<file path="config.mk">
export PLATFORM = sky130hd
export DESIGN_NAME = mfsync_locator
export DESIGN_NICKNAME = d
export VERILOG_FILES = /design/src/rtl/mfsync_pkg.sv /design/src/rtl/mfsync_offset_compose.sv /design/src/rtl/mfsync_sync_match.sv /design/src/rtl/mfsync_pos_counter.sv /design/src/rtl/mfsync_locator.sv
export SDC_FILE = /design/constraint.sdc
export NUM_CORES = 1
export LEC_CHECK = 0
export BUFFER_PORTS_ARGS = -buffer_cell sky130_fd_sc_hd__buf_2
export CAP_MARGIN = 20
export CELL_PAD_IN_SITES_DETAIL_PLACEMENT = 0
export CELL_PAD_IN_SITES_GLOBAL_PLACEMENT = 1
export CORE_UTILIZATION = 39
export CTS_CLUSTER_SIZE = 28
export DETAILED_ROUTE_END_ITERATION = 8
export PLACE_DENSITY_LB_ADDON = 0.05
export SKIP_LAST_GASP = 1
export SLEW_MARGIN = 10
export SYNTH_ARGS = -nofsm -noshare
export SYNTH_HDL_FRONTEND = slang
export SYNTH_HIERARCHICAL = 1
export SYNTH_SLANG_ARGS = --single-unit
</file>
<file path="constraint.sdc">
create_clock -name clk -period 4.2 [get_ports clk]
set_input_delay 0.84 -clock clk [delete_from_list [all_inputs] [get_ports clk]]
set_output_delay 0.84 -clock clk [all_outputs]
set_load 0.02 [all_outputs]
</file>
<file path="src/rtl/mfsync_pkg.sv">
package mfsync_pkg;

    localparam int BIT_W  = 3;
    localparam int SLOT_W = 7;
    localparam int FRM_W  = 5;
    localparam int FOFF_W = SLOT_W + BIT_W;
    localparam int MOFF_W = FRM_W + FOFF_W;

    // Packed in multiframe order so the struct is itself the 15-bit position
    typedef struct packed {
        logic [FRM_W-1:0]  frame;
        logic [SLOT_W-1:0] slot;
        logic [BIT_W-1:0]  bitn;
    } pos_t;

    typedef enum logic [1:0] {
        LD_NONE  = 2'd0,
        LD_FRAME = 2'd1,
        LD_MULTI = 2'd2
    } load_e;

    // Position one bit later, wrapping at the configured frame and multiframe size
    function automatic pos_t pos_succ(pos_t p, int unsigned slots, int unsigned frames);
        pos_t n;
        n = p;
        if (p.bitn != {BIT_W{1'b1}}) begin
            n.bitn = p.bitn + 1'b1;
        end else begin
            n.bitn = '0;
            if (32'(p.slot) >= slots - 1) begin
                n.slot = '0;
                if (32'(p.frame) >= frames - 1) begin
                    n.frame = '0;
                end else begin
                    n.frame = p.frame + 1'b1;
                end
            end else begin
                n.slot = p.slot + 1'b1;
            end
        end
        return n;
    endfunction

endpackage

</file>
<file path="src/rtl/mfsync_offset_compose.sv">
module mfsync_offset_compose
    import mfsync_pkg::*;
#(
    parameter int unsigned SLOTS  = 32,
    parameter int unsigned FRAMES = 16
) (
    input  logic [BIT_W-1:0]  bit_off,
    input  logic [SLOT_W-1:0] slot_off,
    input  logic [FRM_W-1:0]  frm_off,
    output logic [FOFF_W-1:0] frame_off,
    output pos_t              multi_off,
    output logic              fs_valid,
    output logic              ms_valid
);

    always_comb begin
        frame_off       = {slot_off, bit_off};
        multi_off       = pos_t'({frm_off, frame_off});
        fs_valid        = 32'(slot_off) < SLOTS;
        ms_valid        = fs_valid && (32'(frm_off) < FRAMES);
    end

endmodule

</file>
<file path="src/rtl/mfsync_sync_match.sv">
module mfsync_sync_match
    import mfsync_pkg::*;
(
    input  logic              clk,
    input  logic              rst,
    input  logic              accept_mode,
    input  pos_t              pos,
    input  logic [FOFF_W-1:0] frame_off,
    input  pos_t              multi_off,
    input  logic              fs_valid,
    input  logic              ms_valid,
    input  logic              fsync_i,
    input  logic              msync_i,
    output logic              fsync_o,
    output logic              msync_o,
    output load_e             load_kind,
    output pos_t              load_pos
);

    logic fs_hit;
    logic ms_hit;
    logic gen_en;

    always_comb begin
        fs_hit  = fs_valid && ({pos.slot, pos.bitn} == frame_off);
        ms_hit  = fs_hit && ms_valid && (pos.frame == multi_off.frame);
        gen_en  = !rst && !accept_mode;
        fsync_o = gen_en && fs_hit;
        msync_o = gen_en && ms_hit;
    end

    always_comb begin
        load_kind = LD_NONE;
        load_pos  = pos;
        if (!rst && accept_mode) begin
            if (msync_i && ms_valid) begin
                load_kind = LD_MULTI;
                load_pos  = multi_off;
            end else if (fsync_i && fs_valid) begin
                load_kind = LD_FRAME;
                load_pos  = pos_t'({pos.frame, frame_off});
            end
        end
    end

    // multiframe pulse only ever rides on a frame pulse
    a_r4_multi_within_frame: assert property (@(posedge clk) disable iff (rst)
        msync_o |-> fsync_o);

    // accept mode keeps both outputs silent
    a_r5_quiet_in_accept: assert property (@(posedge clk) disable iff (rst)
        accept_mode |-> (!fsync_o && !msync_o));

    // generate mode never reloads the counters
    a_r8_no_load_generate: assert property (@(posedge clk) disable iff (rst)
        !accept_mode |-> (load_kind == LD_NONE));

    // out-of-range slot offset produces no pulses and no loads
    a_r9_invalid_silent: assert property (@(posedge clk) disable iff (rst)
        !fs_valid |-> (!fsync_o && !msync_o && load_kind == LD_NONE));

endmodule

</file>
<file path="src/rtl/mfsync_pos_counter.sv">
module mfsync_pos_counter
    import mfsync_pkg::*;
#(
    parameter int unsigned SLOTS  = 32,
    parameter int unsigned FRAMES = 16
) (
    input  logic  clk,
    input  logic  rst,
    input  load_e load_kind,
    input  pos_t  load_pos,
    output pos_t  pos
);

    pos_t base;
    pos_t pos_nxt;

    always_comb begin
        base    = (load_kind == LD_NONE) ? pos : load_pos;
        pos_nxt = pos_succ(base, SLOTS, FRAMES);
    end

    always_ff @(posedge clk) begin
        if (rst) begin
            pos <= '0;
        end else begin
            pos <= pos_nxt;
        end
    end

    // slot and frame counts stay inside their configured range
    a_r2_in_range: assert property (@(posedge clk) disable iff (rst)
        (32'(pos.slot) < SLOTS) && (32'(pos.frame) < FRAMES));

    // without a load the bit count moves forward by one
    a_r2_bit_steps: assert property (@(posedge clk) disable iff (rst)
        (load_kind == LD_NONE) |=> (pos.bitn == $past(pos.bitn) + 3'd1));

    // after a load the bit count sits one past the loaded bit
    a_r7_load_lands: assert property (@(posedge clk) disable iff (rst)
        (load_kind != LD_NONE) |=> (pos.bitn == $past(load_pos.bitn) + 3'd1));

endmodule

</file>
<file path="src/rtl/mfsync_locator.sv">
module mfsync_locator
    import mfsync_pkg::*;
#(
    parameter int unsigned SLOTS  = 32,
    parameter int unsigned FRAMES = 16
) (
    input  logic              clk,
    input  logic              rst,
    input  logic              accept_mode,
    input  logic [BIT_W-1:0]  bit_off,
    input  logic [SLOT_W-1:0] slot_off,
    input  logic [FRM_W-1:0]  frm_off,
    input  logic              fsync_in,
    input  logic              msync_in,
    output logic              fsync_out,
    output logic              msync_out,
    output logic [BIT_W-1:0]  pos_bit,
    output logic [SLOT_W-1:0] pos_slot,
    output logic [FRM_W-1:0]  pos_frame
);

    logic [FOFF_W-1:0] frame_off;
    pos_t              multi_off;
    logic              fs_valid;
    logic              ms_valid;
    pos_t              pos;
    load_e             load_kind;
    pos_t              load_pos;

    mfsync_offset_compose #(.SLOTS(SLOTS), .FRAMES(FRAMES)) u_compose (
        .bit_off   (bit_off),
        .slot_off  (slot_off),
        .frm_off   (frm_off),
        .frame_off (frame_off),
        .multi_off (multi_off),
        .fs_valid  (fs_valid),
        .ms_valid  (ms_valid)
    );

    mfsync_sync_match u_match (
        .clk         (clk),
        .rst         (rst),
        .accept_mode (accept_mode),
        .pos         (pos),
        .frame_off   (frame_off),
        .multi_off   (multi_off),
        .fs_valid    (fs_valid),
        .ms_valid    (ms_valid),
        .fsync_i     (fsync_in),
        .msync_i     (msync_in),
        .fsync_o     (fsync_out),
        .msync_o     (msync_out),
        .load_kind   (load_kind),
        .load_pos    (load_pos)
    );

    mfsync_pos_counter #(.SLOTS(SLOTS), .FRAMES(FRAMES)) u_count (
        .clk       (clk),
        .rst       (rst),
        .load_kind (load_kind),
        .load_pos  (load_pos),
        .pos       (pos)
    );

    assign pos_bit   = pos.bitn;
    assign pos_slot  = pos.slot;
    assign pos_frame = pos.frame;

    // no pulse leaves the block during reset
    a_r1_reset_quiet: assert property (@(posedge clk)
        rst |-> (!fsync_out && !msync_out));

endmodule

</file>
Word level (Yosys, flattened, before mapping)
Cells that the tools add are included.
{ "word_totals": {"regBits": 15, "in_bits": 20, "output_inout_bits": 17, "elab_cells": 39} }
{ "op_classes": {"addsub": 3, "order_cmp": 4, "eq_ne": 3, "n_mux": 11, "bitwise": 1, "n_reduce_logical": 14} }
{ "op_table": {"columns": ["op", "n"], "rows": [
  ["15-bit 2-to-1 mux", 3],
  ["12-bit 2-to-1 mux", 1],
  ["10-bit == test", 1],
  ["1-bit logical AND", 10],
  ["10-bit 2-to-1 mux", 1],
  ["5-bit 2-to-1 mux", 2],
  ["7-bit by 1-bit adder with 7-bit output, second input constant", 1],
  ["7-bit by 5-bit greater-or-equal comparator with 1-bit output, second input constant", 1],
  ["7-bit by 6-bit less-than comparator with 1-bit output, second input constant", 1],
  ["7-bit 2-to-1 mux", 1],
  ["5-bit by 1-bit adder with 5-bit output, second input constant", 1],
  ["5-bit == test", 1],
  ["5-bit by 4-bit greater-or-equal comparator with 1-bit output, second input constant", 1],
  ["5-bit less-than comparator, second input constant", 1],
  ["2-bit 2-to-1 mux", 2],
  ["3-bit by 1-bit adder with 3-bit output, second input constant", 1],
  ["3-bit != test, second input constant", 1],
  ["1-bit zero test", 2],
  ["2-bit zero test", 1],
  ["2-bit OR reduction", 1],
  ["1-bit 2-to-1 mux", 1],
  ["1-bit inverter", 1]
]} }

Longest topological paths before layout
{ "depth": {"depth_word": 11, "mapped_depth": 16, "mapped_depth_nobuf": 13} }

Cells and area by module
Netlist, hierarchy kept.
{ "by_module_without_submodules": {"columns": ["module", "instances", "cells_each", "area_per_inst_um2", "seq_area_each_um2"], "rows": [
  ["mfsync_pos_counter", 1, 120, 992.2, 300.3],
  ["mfsync_sync_match", 1, 70, 447.9, 0.0],
  ["mfsync_offset_compose", 1, 27, 201.4, 0.0]
]} }

Worst setup path before layout
No wires, ideal clock.
{ "synth_path": {"path_kind": "input-to-reg", "startpoint": "input port slot_off[6]", "endpoint": "register, netlist name u_count/pos[13]", "arrival_time_ps": 3348, "required_ps": 4114, "setup_slack_ps": 766, "cell_stages": 16, "n_path_buf": 3, "cell_sequence": "nor3_2 > nand2_1 > nand3_1 > buf_2 > nor2_1 > or2_4 > buf_6 > buf_2 > mux2i_1 > inv_1 > ha_1 > inv_1 > o211a_1 > o32a_4 > nand4b_4 > a221oi_2"} }
{ "synth_via": {"elab_chain_cells": 11, "elab_cells_between_ends": 19, "classes_between": "add/sub (1); order compare (3); eq/ne (1); mux (10); reduce/logical (4)"} }
{ "synth_rtl": {"columns": ["element", "line", "source"], "rows": [
  ["start: declaration", "mfsync_locator.sv:11", "input logic [SLOT_W-1:0] slot_off,"],
  ["7-bit by 6-bit less-than comparator with 1-bit output *", "mfsync_offset_compose.sv:19", "fs_valid = 32'(slot_off) < SLOTS;"],
  ["1-bit logical AND (on tied branches)", "mfsync_sync_match.sv:39, mfsync_offset_compose.sv:20", null],
  ["1-bit 2-to-1 mux or 1-bit logical AND (tied branches)", "mfsync_sync_match.sv:39, mfsync_sync_match.sv:36", null],
  ["2-bit 2-to-1 mux *", "mfsync_sync_match.sv:36", "if (msync_i && ms_valid) begin"],
  ["2-bit 2-to-1 mux *", "mfsync_sync_match.sv:35", "if (!rst && accept_mode) begin"],
  ["named net load_kind[0]", "mfsync_locator.sv:27", "load_e load_kind;"],
  ["2-bit zero test *", "mfsync_pos_counter.sv:18", "base = (load_kind == LD_NONE) ? pos : load_pos;"],
  ["15-bit 2-to-1 mux *", "mfsync_pos_counter.sv:18", null],
  ["5-bit by 1-bit adder with 5-bit output or 5-bit by 4-bit greater-or-equal comparator with 1-bit output (tied branches)", "mfsync_pkg.sv:35, mfsync_pkg.sv:32", null],
  ["5-bit 2-to-1 mux", "mfsync_pkg.sv:32", "if (32'(p.frame) >= frames - 1) begin"],
  ["5-bit 2-to-1 mux", "mfsync_pkg.sv:30", "if (32'(p.slot) >= slots - 1) begin"],
  ["12-bit 2-to-1 mux *", "mfsync_pkg.sv:26", "if (p.bitn != {BIT_W{1'b1}}) begin"]
]} }
Mark *: on every way through the listed nets, which the timed path passes. The rest lies on a longest branch.
A chain may end at the register's enable or synchronous reset.

==> flow_summary.toml <==
[layout]
finish.utilization_pct = 43.0
drive_gt1_share_pct = 26.3
nNetsFinal = 253
antenna_cells = 0
area_growth_pct = 5.49
layoutNonFillerInstCount = 278
top_regs = "u_count/pos: 15 flops"
largest_reg_flops = 15
fill_cells = 424
largest-register = "u_count/pos"
design_area_um2 = 1730

[worst_setup_path]
cp-end-kind = "flop"
cp.depth = 15
critPathLaunchType = "primary input"
cp_top_family = "compound AO/OA/AOI/OAI gates"
cp_slowest_cell = "a21oi_2"
critPathArrivalTime_ns = 3.60
worst-path-buf-inv = 4
cpPeakStageDelay_ns = 0.38
path_cells = "buf_2, nor3_2, nand2_1, buf_4, a21oi_2, nor2_1, a21oi_1, mux2i_1, inv_1, ha_1, inv_1, o211a_1, o32a_4, nor2_1, o32ai_1"
crit_end = "u_count/pos[12]$_SDFF_PP0_"
worst_r2r_startpoint = "u_count/pos[3]$_SDFF_PP0_"
worst-path-max-fanout = 11
r2r_slack_ns = 1.88
crit_start = "slot_off[6]"
r2r_cells = 10
worstPathRequired_ns = 4.32
critPathKind = "in2reg"
reg2reg_to = "u_count/pos[12]$_SDFF_PP0_"

[grt]
grt_usage_pct = 19.4
grt_pass1_wl_mm = 6.49
grt_max_degree = 21
grt_antenna_before_repair = 0
grt_pass1_vias = 1337
overflow = 0

[synth]
synth_cell_types = 46
synth_nets = 241
seq_area_frac_synth_pct = 18.3
synth_area_um2 = 1640
ys_seq_elements = 15
synthCells = 217
ys_top_cells_by_count = "25 x buf_4, 24 x nand2_1, 18 x a21oi_1"
synth_edf_count = 0
yosys.area.top_type = "dfxtp_1"
synthArstFlopShare_pct = 0
avgSynthCellArea_um2 = 7.56
synth.area.top_cells = "dfxtp_1 18%, buf_4 11%, xnor2_1 5.9%"
synth.most_common_cell = "buf_4"
synth_flop_cell = "dfxtp_1"
netlist.area_leader.share_pct = 18.3
synth_warnings = 6

[detailed_routing]
routed_wl_mm = 4.13
first_pass_iters = 4
drc = 0
post_drt_wl_per_cell_um = 14.9
drt_iter0_drc = 69
via_per_inst = 5.50
vias = 1530
final_antenna_net_count = 0

[clock_tree]
cts_buffer_depth = 2
clock_sink_count = 15
clk_pin_slew_ns = 0.06
cts_setup_buffers = 0
cts_tree = "built"
cts_buffers = 3
cts_hold_buf = 0
cts-resized-gates = 0
ctsRootBufferMaster = "clkbuf_8"
insertion_delay_ns = 0.24
cts-htree-levels = 1

[sta]
slew_violations = 0
period_needed_ns = 3.49
fmax_ghz = 0.287
worstMarginPinSlew_ns = 0.528
rsz0062_at_grt = "no"
setup_viol = 0
fin_hold_ws_ns = 0.600
fin_tns_setup_ns = 0
post-route-period-util_pct = 83.0
maxSlewHeadroom_pct = 64.7
finalHoldViolations = 0
finalClockSkew_ns = 0.00149

[placed_design]
io_buffers = 36
gp_congestion = 0.814
dpl.hpwl_mm = 3.36
placed_cells = 274
placed_area_um2 = 1690

[die]
fp.coreArea_um2 = 4030
start_util_pct = 40.7
dieArea_um2 = 4470
rows = 23
pin_count = 37
die_h_um = 66.9
die_w_um = 66.9

[status]
status = "finished, final reports clean"

[pwr]
leakagePower_nw = 0.767
ir_drop_v = 0.000146
powerDensity_nw_per_um2 = 220

[job]
cap_viol_max_count = 0

[worst_hold_path]
hp-class = "reg2reg"
## per-stage QoR
| stage | total power (W) | setup slack, ns |
|---|---|---|
| finish | 0.000381 | 0.712 |
| global route | 0.000406 | 0.363 |
| CTS | 0.000386 | 0.734 |
| detailed placement | 0.000269 | 0.491 |
| global placement | 0.000268 | 0.427 |
| floorplan | 0.000251 | 0.766 |
## worst register-to-register path, delay by kind of cell (launching register included)
| family | cells | cell delay, ns |
|---|---|---|
| AND/OR/NAND/NOR | 2 | 0.37 |
| adder cells (fa/ha/maj) | 1 | 0.14 |
| multiplexers | 1 | 0.16 |
| AO/OA/AOI/OAI | 4 | 0.89 |
| flip-flops | 1 | 0.45 |
| buffers and inverters | 2 | 0.18 |
## routing by layer
metal	track usage, %	wire (µm)	up-vias
met4	4.79	19	0
met3	1.54	272	2
li1	-	-	777
met5	0	0	-
met2	31.2	1890	42
met1	27.4	1950	709
## cells in the final DEF, fill, tap and decap left out, drive strengths merged, types with 2 or more instances in the layout
master  count
ha          4
nor3b       2
xor2        4
nand4b      3
buf        40
nor2       17
nor4        3
nand2b      3
o21ai       8
a21oi      19
dfxtp      15
xnor2      11
a211oi      2
mux2i       8
inv         7
and4        3
mux2        7
nand3       6
or2         3
o211ai      4
o22ai      10
clkbuf      4
nor3        8
nand2      24
## worst min-delay path by stage
stage | from | end | slack (ns) | cells past startpoint
after detailed placement | u_count/pos[9]$_SDFF_PP0_ | u_count/pos[9]$_SDFF_PP0_ | 0.60 | 2
after CTS | u_count/pos[9]$_SDFF_PP0_ | u_count/pos[9]$_SDFF_PP0_ | 0.61 | 2
final | u_count/pos[9]$_SDFF_PP0_ | u_count/pos[9]$_SDFF_PP0_ | 0.60 | 2
after global routing | u_count/pos[0]$_SDFF_PP0_ | u_count/pos[0]$_SDFF_PP0_ | 0.66 | 3
after global placement | u_count/pos[9]$_SDFF_PP0_ | u_count/pos[9]$_SDFF_PP0_ | 0.62 | 2
after floorplan | u_count/pos[9]$_SDFF_PP0_ | u_count/pos[9]$_SDFF_PP0_ | 0.64 | 2
## logic make-up after synthesis
| logic type | synth area share, % |
|---|---|
| AO/OA/AOI/OAI | 19.9 |
| XOR/XNOR | 8.00 |
| adder cells (fa/ha/maj) | 3.05 |
| buffers and inverters | 15.5 |
| flip-flops | 18.3 |
| multiplexers | 9.68 |
| AND/OR/NAND/NOR | 25.6 |
## final cells by class
class / instances / area (µm²) / area share, %
Multi-Input combinational cell: 162 / 1090 / 62.8
Sequential cell: 15 / 300 / 17.3
Timing Repair Buffer: 40 / 210 / 12.1
Tap cell: 50 / 62.6 / 3.61
Clock buffer: 4 / 45.0 / 2.60
Inverter: 7 / 26.3 / 1.52
## power breakdown
part           leakage [nW]  switching (W)  internal (W)
sequential            0.122      0.0000112      0.000150
clock                0.0228      0.0000478     0.0000670
combinational         0.622      0.0000587     0.0000463
Power figures use the tool's default switching activity.
